<file path="src/rtl/boot_alias_map.sv">
module boot_alias_map #(
  parameter int ADDR_W      = 32,
  parameter int ALIAS_W     = 19,
  parameter int SAMPLE_EDGE = 4,
  parameter logic [ADDR_W-1:0] FLASH_BASE  = 32'h0800_0000,
  parameter logic [ADDR_W-1:0] SYSMEM_BASE = 32'h1FFF_F000,
  parameter logic [ADDR_W-1:0] SRAM_BASE   = 32'h2000_0000
) (
  input  logic              clk,
  input  logic              rst_n,
  input  logic              standby_exit,
  input  logic              strap_alt,
  input  logic              strap_ram,
  input  logic [ADDR_W-1:0] bus_addr,
  output logic              boot_valid,
  output logic [1:0]        boot_sel,
  output logic              alias_hit,
  output logic [ADDR_W-1:0] phys_addr
);

  localparam int CW = (SAMPLE_EDGE > 1) ? $clog2(SAMPLE_EDGE) : 1;
  localparam logic [CW-1:0] LAST = CW'(SAMPLE_EDGE - 1);

  logic [CW-1:0]     edge_cnt;
  logic [1:0]        strap_mode;
  logic [ADDR_W-1:0] sel_base;

  assign strap_mode = !strap_alt ? 2'b00 : (strap_ram ? 2'b10 : 2'b01);

  always_ff @(posedge clk or negedge rst_n) begin
    if (!rst_n) begin
      edge_cnt   <= '0;
      boot_valid <= 1'b0;
      boot_sel   <= 2'b00;
    end else if (standby_exit) begin
      edge_cnt   <= '0;
      boot_valid <= 1'b0;
    end else if (!boot_valid) begin
      if (edge_cnt == LAST) begin
        boot_valid <= 1'b1;
        boot_sel   <= strap_mode;
      end else begin
        edge_cnt <= edge_cnt + 1'b1;
      end
    end
  end

  always_comb begin
    case (boot_sel)
      2'b01:   sel_base = SYSMEM_BASE;
      2'b10:   sel_base = SRAM_BASE;
      default: sel_base = FLASH_BASE;
    endcase
  end

  assign alias_hit = (bus_addr[ADDR_W-1:ALIAS_W] == '0);
  assign phys_addr = alias_hit
                   ? sel_base + {{(ADDR_W-ALIAS_W){1'b0}}, bus_addr[ALIAS_W-1:0]}
                   : bus_addr;

endmodule

</file>
<file path="config.mk">
export PLATFORM = sky130hd
export DESIGN_NAME = boot_alias_map
export DESIGN_NICKNAME = d
export VERILOG_FILES = /design/src/rtl/boot_alias_map.sv
export SDC_FILE = /design/constraint.sdc
export NUM_CORES = 1
export LEC_CHECK = 0
export BUFFER_PORTS_ARGS = -buffer_cell sky130_fd_sc_hd__clkbuf_2
export CAP_MARGIN = 0
export CELL_PAD_IN_SITES_DETAIL_PLACEMENT = 0
export CELL_PAD_IN_SITES_GLOBAL_PLACEMENT = 2
export CORE_MARGIN = 2
export CORE_UTILIZATION = 16
export DETAILED_ROUTE_END_ITERATION = 7
export PLACE_DENSITY = 0.84
export REMOVE_ABC_BUFFERS = 1
export SYNTH_ARGS = -nofsm -noshare
export SYNTH_HDL_FRONTEND = slang
export SYNTH_SLANG_ARGS = --single-unit
</file>
<file path="constraint.sdc">
create_clock -name clk -period 2.62 [get_ports clk]
set_clock_uncertainty 0.2 [all_clocks]
set_input_delay 0.524 -clock clk [delete_from_list [all_inputs] [get_ports clk]]
set_output_delay 0.524 -clock clk [all_outputs]
set_load 0.01 [all_outputs]
</file>
==> reports/metrics.csv, run 1 <==
stage,metric,value,unit
synthesis,"EDFF count, synth",0,
synthesis,post-synth top area share,17.5,%
placement,routability congestion estimate,0.757,
global_route,largest net degree at the start of global routing,7,
synthesis,post-synth cell types,30,
clock_network,CTS tree,done,
synthesis,Seq cells post-synth,5,
clock_network,cts bufs inserted,3,
pwr,Reg power frac,23.0,%
global_route,global-route wire length before repair,3460,microns
synthesis,Synthesis Warnings,0,
clock_network,"CTS clk-pin slew, worst paths",0.03,ns
floorplan,Core ar.,4320,sq um
clock_network,root buf cell,clkbuf_8,
synthesis,post-synthesis compound-gate area fraction,5.59,%
synthesis,Post-Syn Area per Cell,7.86,sq um
finish,share of cells above drive strength 1,58.8,%
synthesis,most common flop cell mapped by yosys,dfrtp_1,
pwr,Sw Ratio,34.2,%
synthesis,Post-Syn Area,716,sq um
sta,fin crit period,2.72,ns
sta,Final period util,104,%
finish,antenna fix cells,0,
sta,worst hold slack,0.303,ns
setup_path,crit end category,output port,
pwr,leak pwr,0.000616,uW
detailed_routing,TritonRoute pass-1 iters,4,
synthesis,register area share after synthesis,17.5,%
pwr,sw power,177,uW
clock_network,worst-skew pair later-pin latency,0.22,ns
pwr,pwr dens,443,nW/um^2
global_route,antenna violations before repair,0,
sta,Tightest Pin Transition,0.302,ns
setup_path,worst setup path end,phys_addr[18],
floorplan,die height,70.9,microns
pwr,Total Power,516,uW
floorplan,die width,70.9,microns
setup_path,Register-to-Register Path Depth,4,
flow_run,maxcap violations,0,
setup_path,Worst Path Required,1.90,ns
sta,max-slew violations,0,
sta,Fmax,0.368,GHz
detailed_routing,Final ANT Viol Nets,0,
outcome,outcome,"complete, but fails checks",
worst_hold_path,Min-Delay Path Class,in2reg,
setup_path,Worst R2R End,edge_cnt[0],
detailed_routing,drt total wl,2100,microns
clock_network,H-tree depth,1,
pwr,Logic pwr share,49.7,%
setup_path,crit path from,boot_sel[1],
synthesis,adder-cell area share of the yosys netlist,3.50,%
sta,Setup WS post-layout,-0.0955,ns
detailed_routing,Initial DRC Count,6,
clock_network,# clock sinks,5,
clock_network,clock tree buffer depth,2,
pwr,worst vdd ir,0.000320,V
setup_path,worst reg-to-reg setup slack,1.29,ns
setup_path,Critical Path Fanout Max,4,
floorplan,starting utilization of the core area,16.6,%
placement,IO buf count,48,
outcome,failing checks,negative setup slack,
sta,Setup-failing EPs final,2,
sta,unrepaired setup endpoints after global routing,yes,
finish,fillers,489,
synthesis,main combinational cell family by area after synthesis,simple AND/OR/NAND/NOR gates,
global_route,number of global-route vias before repair,814,
setup_path,CP Data Arrival Time,1.99,ns
detailed_routing,via count,826,
synthesis,post-synthesis mux area share,0,%
placement,DP HPWL,1830,microns
floorplan,die area,5020,sq um
setup_path,Critical R2R Launch,edge_cnt[0],
finish,"Area growth, synth to finish",62.9,%
sta,Max-slew headroom,79.8,%
pwr,Int Pwr,339,uW
global_route,grt total ovfl,0,
finish,nets@finish,188,
floorplan,I/O Pins,73,
detailed_routing,vias per cell,4.13,
synthesis,xor and xnor area share after synthesis,10.8,%
synthesis,"top cells by count, synth","12 x buf_4, 11 x nand2b_1, 11 x nor2_1, 10 x nand2_1",
detailed_routing,wire length per cell,10.5,microns
synthesis,"area leader, netlist",dfrtp_1,
placement,dpl ws,-0.0626,ns
sta,Fin. Hold Viols,0,
synthesis,Synth area leaders,"dfrtp_1 17%, buf_4 13%, nand2b_1 9.6%, nor2_1 5.8%, nand2_1 5.2%",
setup_path,Startpoint Class,flop,
synthesis,most numerous cell in the Yosys netlist,buf_4,
synthesis,Synth Area in Simple Gates,47.0,%
setup_path,crit path kind,reg2out,
synthesis,"FFs w/ async S/R, synth",100,%
floorplan,Rows,24,
global_route,GRT Total Usage,8.59,%
synthesis,cell count after synthesis,91,
detailed_routing,Post-route DRC,0,
pwr,Clk network pwr share,27.3,%
==> layout by cell type (no fill, tap or decap), drive strengths merged, types with 2 or more instances in the layout <==
cell type / instances
nor2: 11
nor3: 4
nand4: 3
dfrtp: 5
clkbuf: 43
xor2: 4
a21oi: 5
nand2b: 11
nand2: 10
nand3: 2
xnor2: 4
buf: 28
o21ai: 3
ha: 2
nor4: 3
==> critical path: stages (launching register included) <==
cell and delay, ns:
dfrtp_1 0.36, nand2b_4 0.16, xnor2_2 0.13, ha_2 0.19, nor4b_4 0.34, nand2_1 0.11, a21oi_2 0.17, xor2_1 0.16
buf_2 0.15
==> sequential cells by signal (all words and copies together), names as in the netlist <==
name / flops
edge_cnt: 2
boot_valid: 1
boot_sel: 2
==> how the worst min path moves through the flow <==
stage          slack, ns  cells past startpoint     endpoint         start
5_1_grt             0.32                      2  edge_cnt[0]  standby_exit
3_5_place_dp        0.15                      1  boot_sel[0]         rst_n
4_1_cts             0.30                      2  edge_cnt[1]  standby_exit
6_report            0.30                      2  edge_cnt[1]  standby_exit
2_1_floorplan       0.03                      0  boot_sel[0]         rst_n
3_3_place_gp        0.15                      1  boot_sel[1]         rst_n
==> kinds of logic after synthesis <==
logic type	after synthesis
AO/OA/AOI/OAI	8
XOR/XNOR	8
adder cells (fa/ha/maj)	2
buffers and inverters	17
flip-flops	5
AND/OR/NAND/NOR	51
==> per-layer routing <==
layer	global-route usage, %	wire length [microns]
met1	9.25	818
met5	0	0
met4	4.40	27
met3	3.85	267
met2	14.2	983
==> power groups by stage <==
stage	sequential [uW]	combinational, uW	clock [uW]
6_report	119	256	141
5_1_grt	121	289	150
4_1_cts	119	259	146
3_5_place_dp	117	238	0
3_3_place_gp	116	235	0
2_1_floorplan	127	108	0
==> area by class of cell <==
type | instances | area, sq um | area share, %
well taps | 52 | 65.1 | 5.58
multi-input cells | 69 | 526 | 45.1
clock buffers | 4 | 45.0 | 3.86
inverters | 2 | 8.76 | 0.751
flip-flops and latches | 5 | 125 | 10.7
repair buffers | 68 | 397 | 34.0
==> metrics by stage <==
step	instances	area (sq um)	setup TNS (ns)	utilization, %
after floorplan	76	613	-0.184	-
after global placement	194	1050	0	24.4
after detailed placement	194	1050	-0.167	24.4
after CTS	200	1150	-0.180	26.6
after global routing	200	1170	-1.02	27.0
final	200	1170	-0.153	27.0
==> repair_timing <==
item	4_1_cts	5_1_grt
pin swaps	6	8
endpoints found under the hold margin	5	0
hold buffers	1	0
endpoints found under the setup margin	8	10
setup buffers	1	1
gates resized for setup	6	12
No activity file was read; power rests on OpenSTA's default activity.
==> inputs of run 2 (changes only) <==
==> config.mk (replaced) <==
export PLATFORM = sky130hd
export DESIGN_NAME = boot_alias_map
export DESIGN_NICKNAME = d
export VERILOG_FILES = /design/src/rtl/boot_alias_map.sv
export SDC_FILE = /design/constraint.sdc
export NUM_CORES = 1
export LEC_CHECK = 0
export BUFFER_PORTS_ARGS = -buffer_cell sky130_fd_sc_hd__clkbuf_2
export CAP_MARGIN = 0
export CELL_PAD_IN_SITES_DETAIL_PLACEMENT = 1
export CELL_PAD_IN_SITES_GLOBAL_PLACEMENT = 1
export CORE_MARGIN = 2
export CORE_UTILIZATION = 22
export DETAILED_ROUTE_END_ITERATION = 7
export PLACE_DENSITY = 0.85
export REMOVE_ABC_BUFFERS = 1
export SLEW_MARGIN = 10
export SYNTH_ARGS = -nofsm -noshare
export SYNTH_HDL_FRONTEND = slang
export SYNTH_SLANG_ARGS = --single-unit
==> reports/metrics.csv, run 2 (same netlist as run 1, synthesis figures left out) <==
stage,metric,value,unit
clock_network,H-tree depth,1,
detailed_routing,TritonRoute pass-1 iters,2,
clock_network,worst-skew pair later-pin latency,0.24,ns
detailed_routing,wire length per cell,12.6,microns
sta,worst hold slack,0.293,ns
setup_path,crit end category,output port,
setup_path,Critical Path Fanout Max,4,
detailed_routing,via count,819,
detailed_routing,Initial DRC Count,12,
outcome,failing checks,negative setup slack,
floorplan,die width,61.0,microns
sta,Tightest Pin Transition,0.305,ns
sta,Setup WS post-layout,-0.115,ns
finish,"commonest non-fill, non-tap cell in the layout",clkbuf_2,
pwr,Sw Ratio,38.3,%
pwr,Reg power frac,25.3,%
finish,nets@finish,181,
floorplan,die height,61.0,microns
global_route,grt total ovfl,0,
pwr,Int Pwr,290,uW
setup_path,CP peak stage delay,0.37,ns
clock_network,# clock sinks,5,
clock_network,clock tree buffer depth,2,
sta,Fmax,0.366,GHz
floorplan,Rows,20,
outcome,outcome,"complete, but fails checks",
sta,Final period util,104,%
global_route,antenna violations before repair,0,
clock_network,cts bufs inserted,3,
sta,fin crit period,2.73,ns
pwr,sw power,180,uW
pwr,pwr dens,430,nW/um^2
detailed_routing,Post-route DRC,0,
pwr,leak pwr,0.000579,uW
detailed_routing,vias per cell,4.43,
flow_run,maxcap violations,0,
global_route,global-route wire length before repair,3440,microns
global_route,GRT Total Usage,12.0,%
setup_path,Critical Path Slowest Stage Cell,dfrtp_1,
sta,unrepaired setup endpoints after global routing,yes,
setup_path,CP Data Arrival Time,2.01,ns
placement,IO buf count,48,
global_route,largest net degree at the start of global routing,9,
finish,share of cells above drive strength 1,56.0,%
finish,area occupied by multi-input gates,538,sq um
setup_path,Critical R2R Launch,edge_cnt[0],
finish,fillers,400,
placement,routability congestion estimate,0.710,
detailed_routing,Final ANT Viol Nets,0,
pwr,Clk network pwr share,19.2,%
finish,most frequent cells in the layout,"42 x clkbuf_2, 12 x buf_4, 11 x nor2_1, 10 x nand2b_1, 10 x nand2_1",
setup_path,Worst Path Required,1.90,ns
setup_path,Worst R2R End,edge_cnt[0],
sta,max-slew violations,0,
placement,DP HPWL,1960,microns
setup_path,crit path from,boot_sel[1],
setup_path,worst reg-to-reg setup slack,1.28,ns
clock_network,"CTS clk-pin slew, worst paths",0.05,ns
global_route,number of global-route vias before repair,844,
setup_path,worst setup path end,phys_addr[18],
sta,Setup-failing EPs final,4,
finish,"Area growth, synth to finish",52.8,%
sta,Max-slew headroom,79.5,%
setup_path,Register-to-Register Path Depth,4,
sta,setup total negative slack,-0.240,ns
floorplan,starting utilization of the core area,23.3,%
finish,final core occ,35.5,%
setup_path,crit path kind,reg2out,
clock_network,CTS tree,done,
pwr,worst vdd ir,0.000269,V
finish,antenna fix cells,0,
sta,Fin. Hold Viols,0,
detailed_routing,drt total wl,2330,microns
pwr,Logic pwr share,55.5,%
floorplan,I/O Pins,73,
finish,Storage cell area,125,sq um
setup_path,Startpoint Class,flop,
floorplan,die area,3730,sq um
clock_network,root buf cell,clkbuf_4,
finish,largest registers,"boot_sel x2, edge_cnt x2, boot_valid x1",
floorplan,Core ar.,3080,sq um
setup_path,worst path cell trace,nand2b_4 > xnor2_2 > ha_2 > nor4b_4 > nand2_1 > a21oi_2 > xor2_1 > clkbuf_2,
worst_hold_path,Min-Delay Path Class,in2reg,
## run 2: metrics by stage
step / cell area [sq um] / total power (uW) / instances / setup WS, ns
after floorplan: 613 / 236 / 76 / -0.0861
after global placement: 983 / 339 / 178 / 0.00642
after detailed placement: 983 / 349 / 178 / -0.0490
after CTS: 1060 / 463 / 184 / -0.0970
after global routing: 1090 / 513 / 185 / -0.238
final: 1090 / 470 / 185 / -0.115
## run 2: routing by layer
layer | vias up | part of all wire (%) | global-route usage (%)
met5 | - | 0 | 0
met4 | 0 | 0 | 0.932
met3 | 0 | 11 | 5.46
met2 | 51 | 57 | 26.7
met1 | 376 | 32 | 9.25
li1 | 392 | - | -
## run 2: what timing repair did
item,CTS,global route
endpoints found under the setup margin,8,17
resized for setup,6,9
hold buffers,1,0
gates cloned,0,0
hold endpoints to repair,5,0
setup buffers,1,1
pin swaps,3,4
## run 2: layout make-up
class | instances | area share, %
timing repair buffer | 61 | 31.1
inverter | 2 | 0.801
clock buffer | 4 | 2.40
sequential | 5 | 11.4
multi-input combinational | 69 | 49.2
tap | 44 | 5.03
## run 2: worst max-delay path, delay by kind of cell (launching register included)
| family | cells | cell delay, ns |
|---|---|---|
| buffers and inverters | 1 | 0.17 |
| DFF | 1 | 0.37 |
| AOI/OAI and AO/OA | 1 | 0.15 |
| adders and majority gates | 1 | 0.20 |
| and+or+nand+nor | 3 | 0.56 |
| xor gates and xnor gates | 2 | 0.31 |
## run 2: worst min path at each step
| stage | from | to | slack [ns] | cells past startpoint |
|---|---|---|---|---|
| 2_1_floorplan | rst_n | boot_sel[0] | 0.03 | 0 |
| 3_3_place_gp | rst_n | boot_valid | 0.14 | 1 |
| 3_5_place_dp | rst_n | edge_cnt[0] | 0.15 | 1 |
| 4_1_cts | standby_exit | edge_cnt[0] | 0.29 | 2 |
| 5_1_grt | standby_exit | edge_cnt[0] | 0.29 | 2 |
| 6_report | standby_exit | edge_cnt[0] | 0.29 | 2 |
## run 2: power groups by stage
stage | clock network (uW) | registers (uW) | logic (uW)
4_1_cts | 91.4 | 119 | 253
5_1_grt | 97.6 | 122 | 293
3_5_place_dp | 0 | 117 | 232
6_report | 90.3 | 119 | 261
2_1_floorplan | 0 | 127 | 108
3_3_place_gp | 0 | 116 | 223
